==> src/rtl/trig_pkg.sv <==
package trig_pkg;
   typedef enum logic [2:0] {
      COND_BELOW  = 3'd0,
      COND_ABOVE  = 3'd1,
      COND_WINDOW = 3'd2,
      COND_HHYST  = 3'd3,
      COND_LHYST  = 3'd4
   } cond_e;
endpackage

==> src/rtl/trig_compare.sv <==
module trig_compare #(
   parameter int DW       = 8,
   parameter bit WIN_INCL = 1'b1
) (
   input  logic [DW-1:0] smp,
   input  logic [DW-1:0] lo,
   input  logic [DW-1:0] hi,
   output logic          below_lo,
   output logic          above_hi,
   output logic          in_win
);
   assign below_lo = smp < lo;
   assign above_hi = smp > hi;
   generate
      if (WIN_INCL) begin : g_incl
         assign in_win = (smp >= lo) && (smp <= hi);
      end else begin : g_excl
         assign in_win = (smp > lo) && (smp < hi);
      end
   endgenerate
endmodule

==> src/rtl/trig_state.sv <==
module trig_state
   import trig_pkg::*;
(
   input  logic       clk,
   input  logic       rst_n,
   input  logic       en,
   input  logic [2:0] cond,
   input  logic       vld,
   input  logic       below_lo,
   input  logic       above_hi,
   input  logic       in_win,
   output logic       lvl_q,
   output logic       lvl_nxt
);
   logic [2:0] cond_q;
   logic       cond_chg;
   logic       cand;

   assign cond_chg = cond != cond_q;

   always_comb begin
      case (cond)
         COND_BELOW:  cand = below_lo;
         COND_ABOVE:  cand = above_hi;
         COND_WINDOW: cand = in_win;
         COND_HHYST:  cand = lvl_q ? !below_lo : above_hi;
         COND_LHYST:  cand = lvl_q ? !above_hi : below_lo;
         default:     cand = 1'b0;
      endcase
   end

   always_comb begin
      lvl_nxt = lvl_q;
      if (!en || cond_chg) lvl_nxt = 1'b0;
      else if (vld)        lvl_nxt = cand;
   end

   always_ff @(posedge clk) begin
      if (!rst_n) begin
         lvl_q  <= 1'b0;
         cond_q <= 3'd0;
      end else begin
         lvl_q  <= lvl_nxt;
         cond_q <= cond;
      end
   end

   assert_idle_hold_R7: assert property (@(posedge clk) disable iff (!rst_n)
      (en && !vld && !cond_chg) |=> $stable(lvl_q));
   assert_disable_clear_R8: assert property (@(posedge clk) disable iff (!rst_n)
      !en |=> !lvl_q);
   assert_sel_change_clear_R9: assert property (@(posedge clk) disable iff (!rst_n)
      cond_chg |=> !lvl_q);
   assert_above_sets_R3: assert property (@(posedge clk) disable iff (!rst_n)
      (en && vld && !cond_chg && cond == COND_ABOVE && above_hi) |=> lvl_q);
   assert_hhyst_keep_R5: assert property (@(posedge clk) disable iff (!rst_n)
      (en && vld && !cond_chg && cond == COND_HHYST && lvl_q && !below_lo) |=> lvl_q);
   assert_spare_low_R1: assert property (@(posedge clk) disable iff (!rst_n)
      (cond > 3'd4) |=> !lvl_q);
endmodule

==> src/rtl/trig_edge.sv <==
module trig_edge (
   input  logic clk,
   input  logic rst_n,
   input  logic cur,
   input  logic nxt,
   output logic pulse
);
   always_ff @(posedge clk) begin
      if (!rst_n) pulse <= 1'b0;
      else        pulse <= nxt & ~cur;
   end

   assert_pulse_single_R10: assert property (@(posedge clk) disable iff (!rst_n)
      pulse |=> !pulse);
endmodule

==> src/rtl/thr_trigger_top.sv <==
module thr_trigger_top #(
   parameter int DW       = 8,
   parameter bit WIN_INCL = 1'b1
) (
   input  logic          clk,
   input  logic          rst_n,
   input  logic          enable,
   input  logic [2:0]    cond_sel,
   input  logic [DW-1:0] thr_low,
   input  logic [DW-1:0] thr_high,
   input  logic [DW-1:0] sample,
   input  logic          sample_vld,
   output logic          trig_level,
   output logic          trig_pulse
);
   generate
      if (DW < 2) begin : g_bad_dw
         $error("thr_trigger_top: DW must be at least 2");
      end
   endgenerate

   logic below_lo, above_hi, in_win, lvl_nxt;

   trig_compare #(.DW(DW), .WIN_INCL(WIN_INCL)) u_cmp (
      .smp(sample), .lo(thr_low), .hi(thr_high),
      .below_lo(below_lo), .above_hi(above_hi), .in_win(in_win)
   );

   trig_state u_state (
      .clk(clk), .rst_n(rst_n), .en(enable), .cond(cond_sel), .vld(sample_vld),
      .below_lo(below_lo), .above_hi(above_hi), .in_win(in_win),
      .lvl_q(trig_level), .lvl_nxt(lvl_nxt)
   );

   trig_edge u_edge (
      .clk(clk), .rst_n(rst_n), .cur(trig_level), .nxt(lvl_nxt), .pulse(trig_pulse)
   );

   assert_pulse_with_level_R10: assert property (@(posedge clk) disable iff (!rst_n)
      trig_pulse |-> (trig_level && !$past(trig_level)));
   assert_reset_quiet_R11: assert property (@(posedge clk)
      !rst_n |=> (!trig_level && !trig_pulse));
endmodule

==> config.mk <==
export PLATFORM = sky130hd
export DESIGN_NAME = thr_trigger_top
export DESIGN_NICKNAME = d
export VERILOG_FILES = /design/src/rtl/trig_pkg.sv /design/src/rtl/trig_compare.sv /design/src/rtl/trig_state.sv /design/src/rtl/trig_edge.sv /design/src/rtl/thr_trigger_top.sv
export SDC_FILE = /design/constraint.sdc
export NUM_CORES = 1
export LEC_CHECK = 0
export BUFFER_PORTS_ARGS = -buffer_cell sky130_fd_sc_hd__buf_2
export CAP_MARGIN = 40
export CORE_UTILIZATION = 45
export CTS_CLUSTER_SIZE = 8
export DETAILED_ROUTE_END_ITERATION = 7
export PLACE_DENSITY_LB_ADDON = 0.05
export SLEW_MARGIN = 20
export SYNTH_ARGS = -nofsm -noshare
export SYNTH_HDL_FRONTEND = slang
export SYNTH_SLANG_ARGS = --single-unit
==> constraint.sdc <==
create_clock -name clk -period 2 [get_ports clk]
set_input_delay 0.2 -clock clk [delete_from_list [all_inputs] [get_ports clk]]
set_output_delay 0.2 -clock clk [all_outputs]
set_load 0.01 [all_outputs]
### Yosys cells after proc, flatten, opt, wreduce, memory -nomap -nowiden

Cells that the tools add are included.

* reduce and logical (&&, ||, !) cells: 6
* multiplexer cells: 5
* add/subtract/negate cells: 0
* $mul: 0
* bitwise operators: 2
* $lt $le $gt $ge: 4
* divide/modulo/power cells: 0
* shift-type cells: 0
* equality and inequality tests: 5

Operators with widths (number)
* $ge 8x8->1: 1
* $gt 8x8->1: 1
* $le 8x8->1: 1
* $lt 8x8->1: 1
* $eq 3x2->1 const B: 2
* $pmux 1 s5: 1
* $mux 1: 4
* $eq 3x1->1 const B: 1
* $eq 3x3->1 const B: 1
* $logic_not 1->1: 3
* $logic_not 3->1: 1
* $ne 3x3->1: 1
* $and 1x1->1: 1
* $logic_and 1x1->1: 1
* $logic_or 1x1->1: 1
* $not 1->1: 1

* ROM bits: 0
* bits in latches: 0
* logic and storage cells: 25
* memories: 0
* bits in writable memories: 0
* input port bits: 31
* flip-flop bits (word level): 5
* output and inout port bits: 2

### Longest topological paths before layout

Gate-level depths: netlist of the first run.

* depth after elaboration: 7
* mapped depth: 9

### Cells and area by module

Synthesis of the first run repeated with hierarchy kept, for this count alone.

* cell total of the unflattened synthesis: 88
* area, all modules: 679.4 µm²

Modules (own cells, without submodules)
* trig_compare: area each 419.2 µm², sequential area each 0.0 µm², cells each 61, times used 1
* trig_state: area each 231.5 µm², sequential area each 80.1 µm², cells each 25, times used 1
* trig_edge: area each 28.8 µm², sequential area each 20.0 µm², cells each 2, times used 1

### Worst setup path after synthesis of the first run

Ideal clock, no wire load.

* kind: input-to-reg
* start point: input port thr_high[1]
* end point: register u_edge.pulse
* arrival time: 1.718 ns
* stages: 9
* buffers on the path: 0
* setup slack: 0.217 ns
* setup time: 0.065 ns
* path through: inv_1 > ha_1 > nor2b_2 > o211ai_1 > a21oi_2 > o22ai_1 > or4b_1 > a31oi_1 > nor2b_1

* cells in the longest elaborated chain, start to end: 7

RTL lines
* from (decl): RTL line thr_trigger_top.sv:10 `input logic [DW-1:0] thr_high,`
* $gt 8x8->1: RTL line trig_compare.sv:13 `assign above_hi = smp > hi;`
* $logic_not 1->1: RTL line trig_state.sv:27 `COND_LHYST: cand = lvl_q ? !above_hi : below_lo;`
* $mux 1: RTL line trig_state.sv:27
* $pmux 1 s5 *: RTL line trig_state.sv:22 `case (cond)`
* $mux 1 *: RTL line trig_state.sv:35 `else if (vld) lvl_nxt = cand;`
* $mux 1 *: RTL line trig_state.sv:34 `if (!en || cond_chg) lvl_nxt = 1'b0;`
* $and 1x1->1 *: RTL line trig_edge.sv:10 `else pulse <= nxt & ~cur;`
* to (signal assigned): RTL line trig_edge.sv:10
* to (decl): RTL line trig_edge.sv:6 `output logic pulse`

Mark *: on every way between the ends. The rest lies on a longest branch, timed or not.
A chain may end at the register's enable or synchronous reset.

### Worst setup path after layout of the first run

* start point: input port sample[1]
* end point: register u_edge.pulse

* cells in the longest elaborated chain, start to end: 7

RTL lines
* from (decl): RTL line thr_trigger_top.sv:11 `input logic [DW-1:0] sample,`
* $gt 8x8->1 / $lt 8x8->1 (equally long branches): RTL line trig_compare.sv:13, trig_compare.sv:12
* $logic_not 1->1, on equally long branches: RTL line trig_state.sv:27, trig_state.sv:26
* $mux 1, on equally long branches: RTL line trig_state.sv:27, trig_state.sv:26
* $pmux 1 s5 *: RTL line trig_state.sv:22
* $mux 1 *: RTL line trig_state.sv:35
* $mux 1 *: RTL line trig_state.sv:34
* $and 1x1->1 *: RTL line trig_edge.sv:10

Marked as above.

==> flow_results.xml, run 1 <==
<?xml version="1.0" encoding="UTF-8"?>
<metrics>
  <group name="outcome">
    <metric name="outcome" unit="">completed</metric>
  </group>
  <group name="grt">
    <metric name="global_route.usage.total" unit="%">19.46</metric>
    <metric name="antenna_found_initial" unit="">0</metric>
    <metric name="via_count_of_the_first_global_routing_pass" unit="">572</metric>
    <metric name="met2_track_demand_over_resource_in_global_routing" unit="%">29.69</metric>
    <metric name="grt_remaining_overflow" unit="">0</metric>
    <metric name="grt_util_met1" unit="%">24.84</metric>
    <metric name="globalRouteMet3Util" unit="%">10.33</metric>
    <metric name="grt_max_degree" unit="">9</metric>
    <metric name="grt_pass1_wl" unit="um">2145</metric>
    <metric name="grt_busiest_layer" unit="">met2</metric>
  </group>
  <group name="setup_path">
    <metric name="worstSetupStartpointType" unit="">primary input</metric>
    <metric name="worst_ep_arrival_time" unit="ns">1.93</metric>
    <metric name="critPathSlowestCell" unit="">or4b_1</metric>
    <metric name="cp_top_family" unit="">simple AND/OR/NAND/NOR gates</metric>
    <metric name="end_kind" unit="">flop</metric>
    <metric name="path_buf_inv" unit="">1</metric>
    <metric name="worstPathCellList" unit="">buf_2 &gt; ha_1 &gt; nor2b_2 &gt; o211ai_1 &gt; a21oi_2 &gt; o22ai_1 &gt; or4b_1 &gt; a31oi_1 &gt; nor2b_1</metric>
    <metric name="cp.required" unit="ns">2.18</metric>
    <metric name="regToRegSetupSlack" unit="ns">0.62</metric>
    <metric name="max_stage_delay" unit="ns">0.47</metric>
    <metric name="timing.critical_path.fanout_max" unit="">3</metric>
    <metric name="timing.setup.critical_path_class" unit="">in2reg</metric>
  </group>
  <group name="synth">
    <metric name="top_cell_type_s_share_of_synthesized_area" unit="%">29.47</metric>
    <metric name="syn_area_per_cell" unit="um2">7.720</metric>
    <metric name="synth.cell_area" unit="um2">679.4</metric>
    <metric name="mapped_cells" unit="">88</metric>
    <metric name="synth_seq_cells" unit="">5</metric>
    <metric name="synth.yosys.warnings" unit="">0</metric>
    <metric name="synthTopCellsByArea" unit="">ha_1, dfxtp_1, inv_1</metric>
    <metric name="synth.lib_cells_used.distinct" unit="">28</metric>
    <metric name="yosys_most_used_dff" unit="">dfxtp_1</metric>
    <metric name="seq_area_frac_synth" unit="%">14.73</metric>
    <metric name="synth_top_cell_by_area" unit="">ha_1</metric>
    <metric name="yosys.cell_count.top_type" unit="">ha_1</metric>
    <metric name="synthArstFlopShare" unit="%">0</metric>
    <metric name="ys_top_cells_by_count" unit="">ha_1, inv_1, a21oi_1, nand2_1, dfxtp_1</metric>
    <metric name="net_count_after_synthesis" unit="">135</metric>
    <metric name="edff_count_synth" unit="">0</metric>
  </group>
  <group name="finish">
    <metric name="post-route-cell-area" unit="um2">884.6</metric>
    <metric name="fraction_of_layout_cells_with_a_size_suffix_above_1" unit="%">30.65</metric>
    <metric name="final_cells" unit="">139</metric>
    <metric name="final_nets" unit="">172</metric>
    <metric name="area_delta_synth_final" unit="%">30.20</metric>
    <metric name="insertedDiodeCount" unit="">0</metric>
    <metric name="fraction_of_the_core_area_covered_by_cells_at_the_end_of_the_flow" unit="%">65.52</metric>
  </group>
  <group name="floorplan">
    <metric name="dieWidth" unit="um">40.86</metric>
    <metric name="fp.coreArea" unit="um2">1350</metric>
    <metric name="die_span_y" unit="um">40.86</metric>
    <metric name="rows" unit="">13</metric>
    <metric name="die_area" unit="um2">1669</metric>
    <metric name="floorplan.io_pins" unit="">33</metric>
    <metric name="floorplan.initialDensity" unit="%">50.32</metric>
  </group>
  <group name="pwr">
    <metric name="cellLeakagePower" unit="nW">0.4902</metric>
    <metric name="ir_worst_vdd" unit="V">0.0002995</metric>
    <metric name="p_per_area" unit="nW/um2">401.4</metric>
  </group>
  <group name="timing">
    <metric name="min_period_over_period" unit="%">87.45</metric>
    <metric name="fmax" unit="MHz">571.8</metric>
    <metric name="report.final.setup_viol" unit="">0</metric>
    <metric name="final-hold-violation-count" unit="">0</metric>
    <metric name="setup_total_negative_slack" unit="ns">0</metric>
    <metric name="max-slew-margin-rel" unit="%">81.74</metric>
    <metric name="final_period_minus_worst_setup_slack" unit="ns">1.749</metric>
    <metric name="actual_slew_at_the_worst_max_slew_pin" unit="ns">0.2718</metric>
    <metric name="timing.clock.skew" unit="ns">0.004723</metric>
    <metric name="final_max_slew_viol_count" unit="">0</metric>
    <metric name="grt_setup_unrepaired" unit="">no</metric>
  </group>
  <group name="detailed_routing">
    <metric name="vias_post_dr" unit="">706</metric>
    <metric name="drt-pass1-iter-count" unit="">4</metric>
    <metric name="final_antenna_net_count" unit="">0</metric>
    <metric name="viasPerCell" unit="">5.079</metric>
    <metric name="wire_per_inst" unit="um">9.590</metric>
    <metric name="totalWireLength" unit="um">1333</metric>
    <metric name="detailedRoute.firstIterationViolations" unit="">10</metric>
    <metric name="post-route-drc-count" unit="">0</metric>
  </group>
  <group name="placement">
    <metric name="placedCellCount" unit="">135</metric>
    <metric name="numPortBuffers" unit="">32</metric>
    <metric name="hpwlAfterDp" unit="um">1169</metric>
    <metric name="dpl-instance-area" unit="um2">858.3</metric>
    <metric name="place_congestion" unit="">0.7616</metric>
  </group>
  <group name="clocking">
    <metric name="master_cell_of_the_clock_root_buffer" unit="">clkbuf_4</metric>
    <metric name="clkSlewWorstSetupHoldPaths" unit="ns">0.04</metric>
    <metric name="post_cts_buffers" unit="">0</metric>
    <metric name="clk_path_buf_depth" unit="">2</metric>
    <metric name="cts.sink_count" unit="">5</metric>
    <metric name="cts_made_buffers" unit="">3</metric>
    <metric name="postCtsResizedCells" unit="">0</metric>
    <metric name="clk-insertion-delay-late" unit="ns">0.24</metric>
    <metric name="htree_levels" unit="">1</metric>
    <metric name="holdBufCountCts" unit="">0</metric>
    <metric name="cts_tree" unit="">done</metric>
  </group>
  <group name="min_path">
    <metric name="min-delay-path-class" unit="">in2reg</metric>
  </group>
  <group name="flow_run">
    <metric name="drv_cap" unit="">0</metric>
  </group>
</metrics>
registers in the layout, summed over array words and instances, names as in the netlist:
register,cells
u_state.cond_q,3
u_edge.pulse,1
u_state.lvl_q,1
path summary, 6_finish.rpt:
| check | to | startpoint | cells after the start |
|---|---|---|---|
| min reg2reg | u_edge.pulse$_SDFF_PN0_ | u_state.lvl_q$_SDFF_PN0_ | 1 |
| max | u_edge.pulse$_SDFF_PN0_ | sample[1] | 9 |
| min | u_state.cond_q[2]$_SDFF_PN0_ | rst_n | 2 |
| max reg2reg | u_state.lvl_q$_SDFF_PN0_ | u_state.lvl_q$_SDFF_PN0_ | 6 |
final cells by class:
type	count	area, um2
multi-input combinational	68	523.0
fill	132	465.4
timing repair buffer	32	160.2
sequential	5	100.1
inverter	15	56.30
clock buffer	4	26.28
tap	15	18.77
layout by cell type (no fill, tap or decap):
cell type	n
nor2b_1	2
nor3b_1	1
a32o_1	1
o22ai_1	1
nor3_1	1
o21a_1	1
nand3_1	3
buf_2	32
and2_1	3
clkbuf_1	1
nor2_1	4
nand3b_1	1
xnor2_1	1
clkbuf_4	3
o21ai_1	1
a21oi_1	8
a31oi_1	2
nand4_2	1
xor2_1	2
nand2_1	6
nor2b_2	1
dfxtp_1	5
a41o_1	1
a21oi_2	1
o211ai_1	4
nand4_1	2
or4b_1	1
o21ai_0	2
ha_1	16
o2111ai_1	1
inv_1	15
worst reg2reg max path, stage by stage (launching register included):
cell and delay [ns]:
dfxtp_1 0.39, nor2_1 0.09, o21a_1 0.10, a32o_1 0.20, a31oi_1 0.15, a31oi_1 0.12, a41o_1 0.22
layer usage:
metal,vias to the layer above,wire length [um],share of wire [%]
met5,-,0,0
met2,25,561,42
met3,0,98,7.4
met4,0,0,0
li1,388,-,-
met1,293,673,50
logic make-up after synthesis:
kind of cell / share of synthesized area [%]
XOR/XNOR: 3.868
buffers and inverters: 8.287
AND/OR/NAND/NOR: 21.73
flip-flops: 14.73
AO/OA/AOI/OAI: 21.92
adder cells (fa/ha/maj): 29.47
through the flow:
stage / setup WS (ns) / total power [mW] / hold WS [ns]
4_1_cts: 0.2491 / 0.3616 / 0.1952
5_1_grt: 0.1180 / 0.3939 / 0.1937
3_3_place_gp: 0.03977 / 0.2380 / 0.4451
3_5_place_dp: 0.001358 / 0.2412 / 0.4515
6_report: 0.2510 / 0.3551 / 0.2002
2_1_floorplan: 0.2167 / 0.1888 / 0.3217
power breakdown:
part | leakage (nW) | internal (mW) | total (mW) | switching (mW)
sequential | 0.0411 | 0.103 | 0.105 | 0.00136
combinational | 0.434 | 0.0663 | 0.134 | 0.0680
clock | 0.0150 | 0.0754 | 0.116 | 0.0405
Power figures use the tool's default switching activity.
==> run 2, diff against run 1 <==
--- a/config.mk
+++ b/config.mk
@@ -7,10 +7,11 @@
 export LEC_CHECK = 0
 export BUFFER_PORTS_ARGS = -buffer_cell sky130_fd_sc_hd__buf_2
 export CAP_MARGIN = 40
-export CORE_UTILIZATION = 45
+export CORE_UTILIZATION = 40
 export CTS_CLUSTER_SIZE = 8
 export DETAILED_ROUTE_END_ITERATION = 7
 export PLACE_DENSITY_LB_ADDON = 0.05
+export SKIP_CTS_REPAIR_TIMING = 1
 export SLEW_MARGIN = 20
 export SYNTH_ARGS = -nofsm -noshare
 export SYNTH_HDL_FRONTEND = slang
==> constraint.sdc (replaced) <==
create_clock -name clk -period 1.5 [get_ports clk]
set_input_delay 0.15 -clock clk [delete_from_list [all_inputs] [get_ports clk]]
set_output_delay 0.15 -clock clk [all_outputs]
set_load 0.01 [all_outputs]
==> run 2 against run 1 <==
  * The run now ends with negative setup slack left
  * Sequential share of layout area shrank 1.8 points
  * Worst hold slack lost 0.042 ns
  * Critical path type unchanged
  * Worst setup slack lost 0.42 ns
  * Combinational power grew 74%
  * Final cell count grew 7.2%
  * Clock skew shrank 0.0037 ns
  * Utilization grew 2.5 points
  * Flip-flop and latch count is the same
  * Count of clock-buffer cells in the layout is the same
==> flow_results.xml, run 2 (synthesis results as in run 1) <==
<?xml version="1.0" encoding="UTF-8"?>
<metrics>
  <group name="setup_path">
    <metric name="critical_path_origin" unit="">thr_high[1]</metric>
    <metric name="timing.critical_path.fanout_max" unit="">3</metric>
    <metric name="regToRegSetupSlack" unit="ns">0.17</metric>
    <metric name="cp.required" unit="ns">1.67</metric>
    <metric name="timing.rr.end" unit="">u_state.lvl_q$_SDFF_PN0_</metric>
    <metric name="r2r_cells" unit="">6</metric>
    <metric name="timing.setup.critical_path_class" unit="">in2reg</metric>
    <metric name="worstSetupStartpointType" unit="">primary input</metric>
    <metric name="timing.rr.start" unit="">u_state.lvl_q$_SDFF_PN0_</metric>
    <metric name="critical_path.endpoint" unit="">u_edge.pulse$_SDFF_PN0_</metric>
    <metric name="worst_ep_arrival_time" unit="ns">1.85</metric>
    <metric name="end_kind" unit="">flop</metric>
  </group>
  <group name="timing">
    <metric name="setup_total_negative_slack" unit="ns">-0.3073</metric>
    <metric name="max-slew-margin-rel" unit="%">81.02</metric>
    <metric name="final_period_minus_worst_setup_slack" unit="ns">1.672</metric>
    <metric name="min_period_over_period" unit="%">111.5</metric>
    <metric name="report.final.setup_viol" unit="">2</metric>
    <metric name="final_max_slew_viol_count" unit="">0</metric>
    <metric name="actual_slew_at_the_worst_max_slew_pin" unit="ns">0.2826</metric>
    <metric name="fmax" unit="MHz">598.1</metric>
    <metric name="final-hold-violation-count" unit="">0</metric>
    <metric name="grt_setup_unrepaired" unit="">yes</metric>
    <metric name="timing.clock.skew" unit="ns">0.001063</metric>
    <metric name="hold-worst-slack" unit="ns">0.1579</metric>
    <metric name="post-route-worst-setup-slack" unit="ns">-0.1721</metric>
  </group>
  <group name="clocking">
    <metric name="cts_tree" unit="">done</metric>
    <metric name="clk_path_buf_depth" unit="">2</metric>
    <metric name="cts_made_buffers" unit="">3</metric>
    <metric name="master_cell_of_the_clock_root_buffer" unit="">clkbuf_4</metric>
    <metric name="htree_levels" unit="">1</metric>
    <metric name="cts.sink_count" unit="">5</metric>
    <metric name="clkSlewWorstSetupHoldPaths" unit="ns">0.04</metric>
    <metric name="clk-insertion-delay-late" unit="ns">0.24</metric>
  </group>
  <group name="placement">
    <metric name="place_congestion" unit="">0.7767</metric>
    <metric name="numPortBuffers" unit="">32</metric>
    <metric name="pre_cts_ws" unit="ns">-0.4288</metric>
    <metric name="hpwlAfterDp" unit="um">1286</metric>
    <metric name="dpl-instance-area" unit="um2">955.9</metric>
  </group>
  <group name="grt">
    <metric name="grt_remaining_overflow" unit="">0</metric>
    <metric name="via_count_of_the_first_global_routing_pass" unit="">665</metric>
    <metric name="antenna_found_initial" unit="">0</metric>
    <metric name="global_route.usage.total" unit="%">18.17</metric>
    <metric name="grt_max_degree" unit="">9</metric>
    <metric name="grt_pass1_wl" unit="um">2553</metric>
  </group>
  <group name="detailed_routing">
    <metric name="vias_post_dr" unit="">776</metric>
    <metric name="post-route-drc-count" unit="">0</metric>
    <metric name="viasPerCell" unit="">5.208</metric>
    <metric name="final_antenna_net_count" unit="">0</metric>
    <metric name="wire_per_inst" unit="um">10.58</metric>
    <metric name="detailedRoute.firstIterationViolations" unit="">7</metric>
    <metric name="drt-pass1-iter-count" unit="">4</metric>
    <metric name="totalWireLength" unit="um">1577</metric>
  </group>
  <group name="pwr">
    <metric name="p_per_area" unit="nW/um2">499.3</metric>
    <metric name="swShare" unit="%">30.89</metric>
    <metric name="cellLeakagePower" unit="nW">0.5540</metric>
    <metric name="clkPwrFrac" unit="%">28.7</metric>
    <metric name="power_internal" unit="mW">0.3618</metric>
    <metric name="ir_worst_vdd" unit="V">0.0004411</metric>
    <metric name="share_comb_of_total_power" unit="%">44.6</metric>
    <metric name="power.net_switching" unit="mW">0.1617</metric>
    <metric name="seq_power_share" unit="%">26.7</metric>
  </group>
  <group name="finish">
    <metric name="fraction_of_layout_cells_with_a_size_suffix_above_1" unit="%">41.35</metric>
    <metric name="post-route-cell-area" unit="um2">1049</metric>
    <metric name="area_delta_synth_final" unit="%">54.33</metric>
    <metric name="most_common_cell_after_layout_fill_and_taps_aside" unit="">buf_2</metric>
    <metric name="insertedDiodeCount" unit="">0</metric>
    <metric name="largestRegisters" unit="">u_state.cond_q: 3 flops, u_edge.pulse: 1 flops, u_state.lvl_q: 1 flops</metric>
    <metric name="layout.cells.most_common_list" unit="">buf_2, inv_1, ha_1</metric>
    <metric name="final_nets" unit="">181</metric>
    <metric name="largest_register_ffs" unit="">3</metric>
    <metric name="max_flop_register" unit="">u_state.cond_q</metric>
  </group>
  <group name="flow_run">
    <metric name="drv_cap" unit="">0</metric>
  </group>
  <group name="floorplan">
    <metric name="rows" unit="">14</metric>
    <metric name="fp.coreArea" unit="um2">1541</metric>
    <metric name="floorplan.initialDensity" unit="%">44.07</metric>
    <metric name="die_area" unit="um2">1867</metric>
    <metric name="dieWidth" unit="um">43.21</metric>
    <metric name="die_span_y" unit="um">43.21</metric>
    <metric name="floorplan.io_pins" unit="">33</metric>
  </group>
  <group name="outcome">
    <metric name="violations" unit="">negative setup slack</metric>
    <metric name="outcome" unit="">complete, but fails checks</metric>
  </group>
  <group name="min_path">
    <metric name="min-delay-path-class" unit="">in2reg</metric>
  </group>
</metrics>
==> run 2: power groups by stage <==
stage / combinational [mW] / clock [mW] / sequential, mW
detailed placement: 0.207 / 0 / 0.142
global route: 0.264 / 0.170 / 0.140
finish: 0.233 / 0.150 / 0.140
floorplan: 0.119 / 0 / 0.142
CTS: 0.210 / 0.160 / 0.140
global placement: 0.203 / 0 / 0.142
==> run 2: how the worst min path moves through the flow <==
stage                      from                      endpoint  slack [ns]  cells after the start
floorplan           cond_sel[0]  u_state.cond_q[0]$_SDFF_PN0_        0.27                      1
global placement          rst_n  u_state.cond_q[2]$_SDFF_PN0_        0.40                      2
detailed placement        rst_n  u_state.cond_q[0]$_SDFF_PN0_        0.40                      2
CTS                       rst_n  u_state.cond_q[2]$_SDFF_PN0_        0.15                      2
global route              rst_n  u_state.cond_q[2]$_SDFF_PN0_        0.15                      2
finish                    rst_n  u_state.cond_q[2]$_SDFF_PN0_        0.16                      2
==> run 2: cell type report <==
class	count	area [um2]
multi-input combinational	68	589.3
fill	160	493.0
timing repair buffer	41	244.0
sequential	5	100.1
inverter	15	68.82
clock buffer	4	26.28
tap	16	20.02
==> run 2: layer usage <==
layer	part of all wire (%)	GRT usage [%]
met1	42	21.23
met2	51	31.04
met3	6.8	7.660
met4	0	3.030
met5	0	0
==> run 2: worst max-delay path, stage by stage <==
cell and delay (ns):
buf_8 0.09, inv_12 0.03, ha_4 0.25, nor2b_4 0.12
o211ai_1 0.09, a21oi_2 0.16, o22ai_2 0.11, or4b_1 0.52
a31oi_2 0.18, nor2b_1 0.15
==> run 2: stage by stage <==
stage / utilization [%] / power (mW) / std cells
floorplan: - / 0.2609 / 88
global placement: 62.01 / 0.3448 / 144
detailed placement: 62.01 / 0.3493 / 144
CTS: 63.72 / 0.5094 / 148
global route: 68.02 / 0.5735 / 149
finish: 68.02 / 0.5235 / 149
==> run 3, diff against run 2 <==
--- a/config.mk
+++ b/config.mk
@@ -5,9 +5,10 @@
 export SDC_FILE = /design/constraint.sdc
 export NUM_CORES = 1
 export LEC_CHECK = 0
-export BUFFER_PORTS_ARGS = -buffer_cell sky130_fd_sc_hd__buf_2
+export ABC_AREA = 1
+export BUFFER_PORTS_ARGS = -buffer_cell sky130_fd_sc_hd__buf_4
 export CAP_MARGIN = 40
-export CORE_UTILIZATION = 40
+export CORE_UTILIZATION = 41
 export CTS_CLUSTER_SIZE = 8
 export DETAILED_ROUTE_END_ITERATION = 7
 export PLACE_DENSITY_LB_ADDON = 0.05
==> run 3 against run 2 <==
  * The run now ends clean
  * Final cell count grew 20%
  * Sequential share of layout area is essentially flat
  * Largest power group unchanged
  * Non-clock buffer count shrank 9
  * Clock skew grew 0.0024 ns
  * Critical path depth grew 2
  * Die area grew 5.6%
  * Total power grew 0.86%
  * Sequential power is essentially flat
  * Combinational power shrank 2%
==> flow_results.xml, run 3 <==
<?xml version="1.0" encoding="UTF-8"?>
<metrics>
  <group name="outcome">
    <metric name="outcome" unit="">completed</metric>
  </group>
  <group name="placement">
    <metric name="numPortBuffers" unit="">32</metric>
    <metric name="pre_cts_ws" unit="ns">-0.1022</metric>
    <metric name="dpl-instance-area" unit="um2">1007</metric>
    <metric name="hpwlAfterDp" unit="um">1289</metric>
    <metric name="place_congestion" unit="">0.7799</metric>
  </group>
  <group name="finish">
    <metric name="layout.cells.most_common_list" unit="">nand2_1, buf_4, inv_1</metric>
    <metric name="largestRegisters" unit="">u_state.cond_q: 3 flops, u_edge.pulse: 1 flops, u_state.lvl_q: 1 flops</metric>
    <metric name="fillCellCount" unit="">166</metric>
    <metric name="post-route-cell-area" unit="um2">1054</metric>
    <metric name="max_flop_register" unit="">u_state.cond_q</metric>
    <metric name="fraction_of_the_core_area_covered_by_cells_at_the_end_of_the_flow" unit="%">66.09</metric>
    <metric name="area_delta_synth_final" unit="%">42.95</metric>
    <metric name="largest_register_ffs" unit="">3</metric>
    <metric name="insertedDiodeCount" unit="">0</metric>
    <metric name="final_nets" unit="">203</metric>
    <metric name="fraction_of_layout_cells_with_a_size_suffix_above_1" unit="%">29.68</metric>
  </group>
  <group name="timing">
    <metric name="max-slew-margin-rel" unit="%">76.06</metric>
    <metric name="actual_slew_at_the_worst_max_slew_pin" unit="ns">0.3558</metric>
    <metric name="fmax" unit="MHz">747.9</metric>
    <metric name="final-hold-violation-count" unit="">0</metric>
    <metric name="report.final.setup_viol" unit="">0</metric>
    <metric name="timing.clock.skew" unit="ns">0.003428</metric>
    <metric name="grt_setup_unrepaired" unit="">no</metric>
    <metric name="post-route-worst-setup-slack" unit="ns">0.1630</metric>
    <metric name="final_period_minus_worst_setup_slack" unit="ns">1.337</metric>
    <metric name="setup_total_negative_slack" unit="ns">0</metric>
    <metric name="min_period_over_period" unit="%">89.13</metric>
    <metric name="final_max_slew_viol_count" unit="">0</metric>
  </group>
  <group name="pwr">
    <metric name="share_comb_of_total_power" unit="%">43.2</metric>
    <metric name="power.net_switching" unit="mW">0.1717</metric>
    <metric name="ir_worst_vdd" unit="V">0.0006196</metric>
    <metric name="clkPwrFrac" unit="%">30.2</metric>
    <metric name="p_per_area" unit="nW/um2">501.2</metric>
    <metric name="power_internal" unit="mW">0.3564</metric>
    <metric name="seq_power_share" unit="%">26.6</metric>
    <metric name="cellLeakagePower" unit="nW">0.6572</metric>
    <metric name="swShare" unit="%">32.51</metric>
  </group>
  <group name="grt">
    <metric name="via_count_of_the_first_global_routing_pass" unit="">673</metric>
    <metric name="antenna_found_initial" unit="">0</metric>
    <metric name="global_route.usage.total" unit="%">17.24</metric>
    <metric name="grt_pass1_wl" unit="um">2539</metric>
    <metric name="grt_remaining_overflow" unit="">0</metric>
    <metric name="grt_max_degree" unit="">6</metric>
  </group>
  <group name="floorplan">
    <metric name="die_area" unit="um2">1971</metric>
    <metric name="fp.coreArea" unit="um2">1594</metric>
    <metric name="dieWidth" unit="um">44.40</metric>
    <metric name="die_span_y" unit="um">44.40</metric>
    <metric name="floorplan.initialDensity" unit="%">46.23</metric>
    <metric name="floorplan.io_pins" unit="">33</metric>
    <metric name="rows" unit="">14</metric>
  </group>
  <group name="min_path">
    <metric name="min-delay-path-class" unit="">in2reg</metric>
  </group>
  <group name="setup_path">
    <metric name="r2r_cells" unit="">6</metric>
    <metric name="worstSetupStartpointType" unit="">primary input</metric>
    <metric name="end_kind" unit="">flop</metric>
    <metric name="timing.rr.start" unit="">u_state.lvl_q$_SDFF_PN0_</metric>
    <metric name="critical_path.endpoint" unit="">u_state.lvl_q$_SDFF_PN0_</metric>
    <metric name="cp.required" unit="ns">1.64</metric>
    <metric name="timing.critical_path.fanout_max" unit="">4</metric>
    <metric name="regToRegSetupSlack" unit="ns">0.45</metric>
    <metric name="timing.rr.end" unit="">u_state.lvl_q$_SDFF_PN0_</metric>
    <metric name="critical_path_origin" unit="">thr_high[7]</metric>
    <metric name="worst_ep_arrival_time" unit="ns">1.48</metric>
    <metric name="timing.setup.critical_path_class" unit="">in2reg</metric>
  </group>
  <group name="detailed_routing">
    <metric name="vias_post_dr" unit="">776</metric>
    <metric name="wl_met2" unit="um">693</metric>
    <metric name="met3WireLength" unit="um">94</metric>
    <metric name="top_signal_layer_used" unit="">met4</metric>
    <metric name="detailedRoute.firstIterationViolations" unit="">11</metric>
    <metric name="final_antenna_net_count" unit="">0</metric>
    <metric name="wire_per_inst" unit="um">8.413</metric>
    <metric name="route.layer.met1.wl" unit="um">707</metric>
    <metric name="post-route-drc-count" unit="">0</metric>
    <metric name="totalWireLength" unit="um">1506</metric>
    <metric name="viasPerCell" unit="">4.335</metric>
    <metric name="drt-pass1-iter-count" unit="">4</metric>
  </group>
  <group name="clocking">
    <metric name="cts_made_buffers" unit="">3</metric>
    <metric name="htree_levels" unit="">1</metric>
    <metric name="cts_tree" unit="">done</metric>
    <metric name="clk_path_buf_depth" unit="">2</metric>
    <metric name="master_cell_of_the_clock_root_buffer" unit="">clkbuf_4</metric>
    <metric name="cts.sink_count" unit="">5</metric>
    <metric name="clk-insertion-delay-late" unit="ns">0.25</metric>
    <metric name="clkSlewWorstSetupHoldPaths" unit="ns">0.05</metric>
  </group>
  <group name="flow_run">
    <metric name="drv_cap" unit="">0</metric>
  </group>
  <group name="synth">
    <metric name="yosys.cell_count.top_type" unit="">nand2_1</metric>
    <metric name="synth_top_cell_by_area" unit="">ha_1</metric>
    <metric name="synth.lib_cells_used.distinct" unit="">18</metric>
    <metric name="synth_seq_cells" unit="">5</metric>
    <metric name="net_count_after_synthesis" unit="">166</metric>
    <metric name="top_cell_type_s_share_of_synthesized_area" unit="%">27.16</metric>
    <metric name="synthArstFlopShare" unit="%">0</metric>
    <metric name="synth.cell_area" unit="um2">737.0</metric>
    <metric name="syn_area_per_cell" unit="um2">6.193</metric>
    <metric name="edff_count_synth" unit="">0</metric>
    <metric name="seq_area_frac_synth" unit="%">13.58</metric>
    <metric name="yosys_most_used_dff" unit="">dfxtp_1</metric>
    <metric name="mapped_cells" unit="">119</metric>
    <metric name="synth.yosys.warnings" unit="">0</metric>
    <metric name="synthTopCellsByArea" unit="">ha_1, nand2_1, inv_1</metric>
    <metric name="ys_top_cells_by_count" unit="">nand2_1, inv_1, ha_1, nor2_1, nand3_1</metric>
  </group>
</metrics>
==> run 3: changes by cell type after synthesis, moves of 3 or more <==
| cell | delta |
|---|---|
| a21oi_1 | -3 |
| and2_1 | -3 |
| inv_1 | +16 |
| nand2_1 | +26 |
| nand3_1 | +3 |
| nor2_1 | +3 |
| o211ai_1 | -4 |
==> run 3: worst min-delay path by stage <==
stage	startpoint	end	slack, ns	cells after the start
global placement	cond_sel[0]	u_state.cond_q[0]$_SDFF_PN0_	0.36	3
finish	cond_sel[0]	u_state.cond_q[0]$_SDFF_PN0_	0.12	3
floorplan	cond_sel[0]	u_state.cond_q[0]$_SDFF_PN0_	0.24	2
global route	cond_sel[1]	u_state.cond_q[1]$_SDFF_PN0_	0.13	3
detailed placement	cond_sel[1]	u_state.cond_q[1]$_SDFF_PN0_	0.36	3
CTS	cond_sel[0]	u_state.cond_q[0]$_SDFF_PN0_	0.11	3
==> run 3: logic make-up after synthesis <==
group	share of synthesized area [%]
AO/OA/AOI/OAI	8.488
adder cells (fa/ha/maj)	27.16
flip-flops	13.58
buffers and inverters	15.79
XOR/XNOR	1.189
AND/OR/NAND/NOR	33.79
==> run 3: per-stage QoR <==
stage	instances	hold slack, ns	power, mW
2_1_floorplan	119	0.2435	0.2704
3_3_place_gp	175	0.3613	0.3568
3_5_place_dp	175	0.3605	0.3631
4_1_cts	179	0.1115	0.5267
5_1_grt	179	0.1328	0.5783
6_report	179	0.1211	0.5280
==> run 3: power groups by stage <==
stage               sequential, mW  clock [mW]  combinational, mW
global route                 0.141       0.173              0.264
CTS                          0.140       0.164              0.222
finish                       0.140       0.160              0.228
detailed placement           0.143           0              0.220
global placement             0.142           0              0.214
floorplan                    0.142           0              0.128
==> run 3: layer usage <==
metal  up-vias  GRT usage, %
met5         -             0
met4         0         1.818
met3         2         6.122
met2        27         28.82
met1       308         22.03
li1        439             -
==> run 3: layout make-up <==
class | count | area (um2) | area share [%]
inverters | 31 | 116.4 | 11.05
clock buffers | 4 | 26.28 | 2.494
well taps | 24 | 30.03 | 2.850
multi-input cells | 83 | 540.5 | 51.31
flip-flops and latches | 5 | 100.1 | 9.501
repair buffers | 32 | 240.2 | 22.80
==> run 3: critical path, cell delays in order <==
cell and delay [ns]:
buf_4 0.07, inv_1 0.03, ha_1 0.29, a21o_1 0.18
nor2_1 0.12, nand2_1 0.08, nand2_2 0.09, nand2_1 0.08
a21oi_2 0.15, nand3_1 0.10, nand2_1 0.08, a21oi_2 0.05
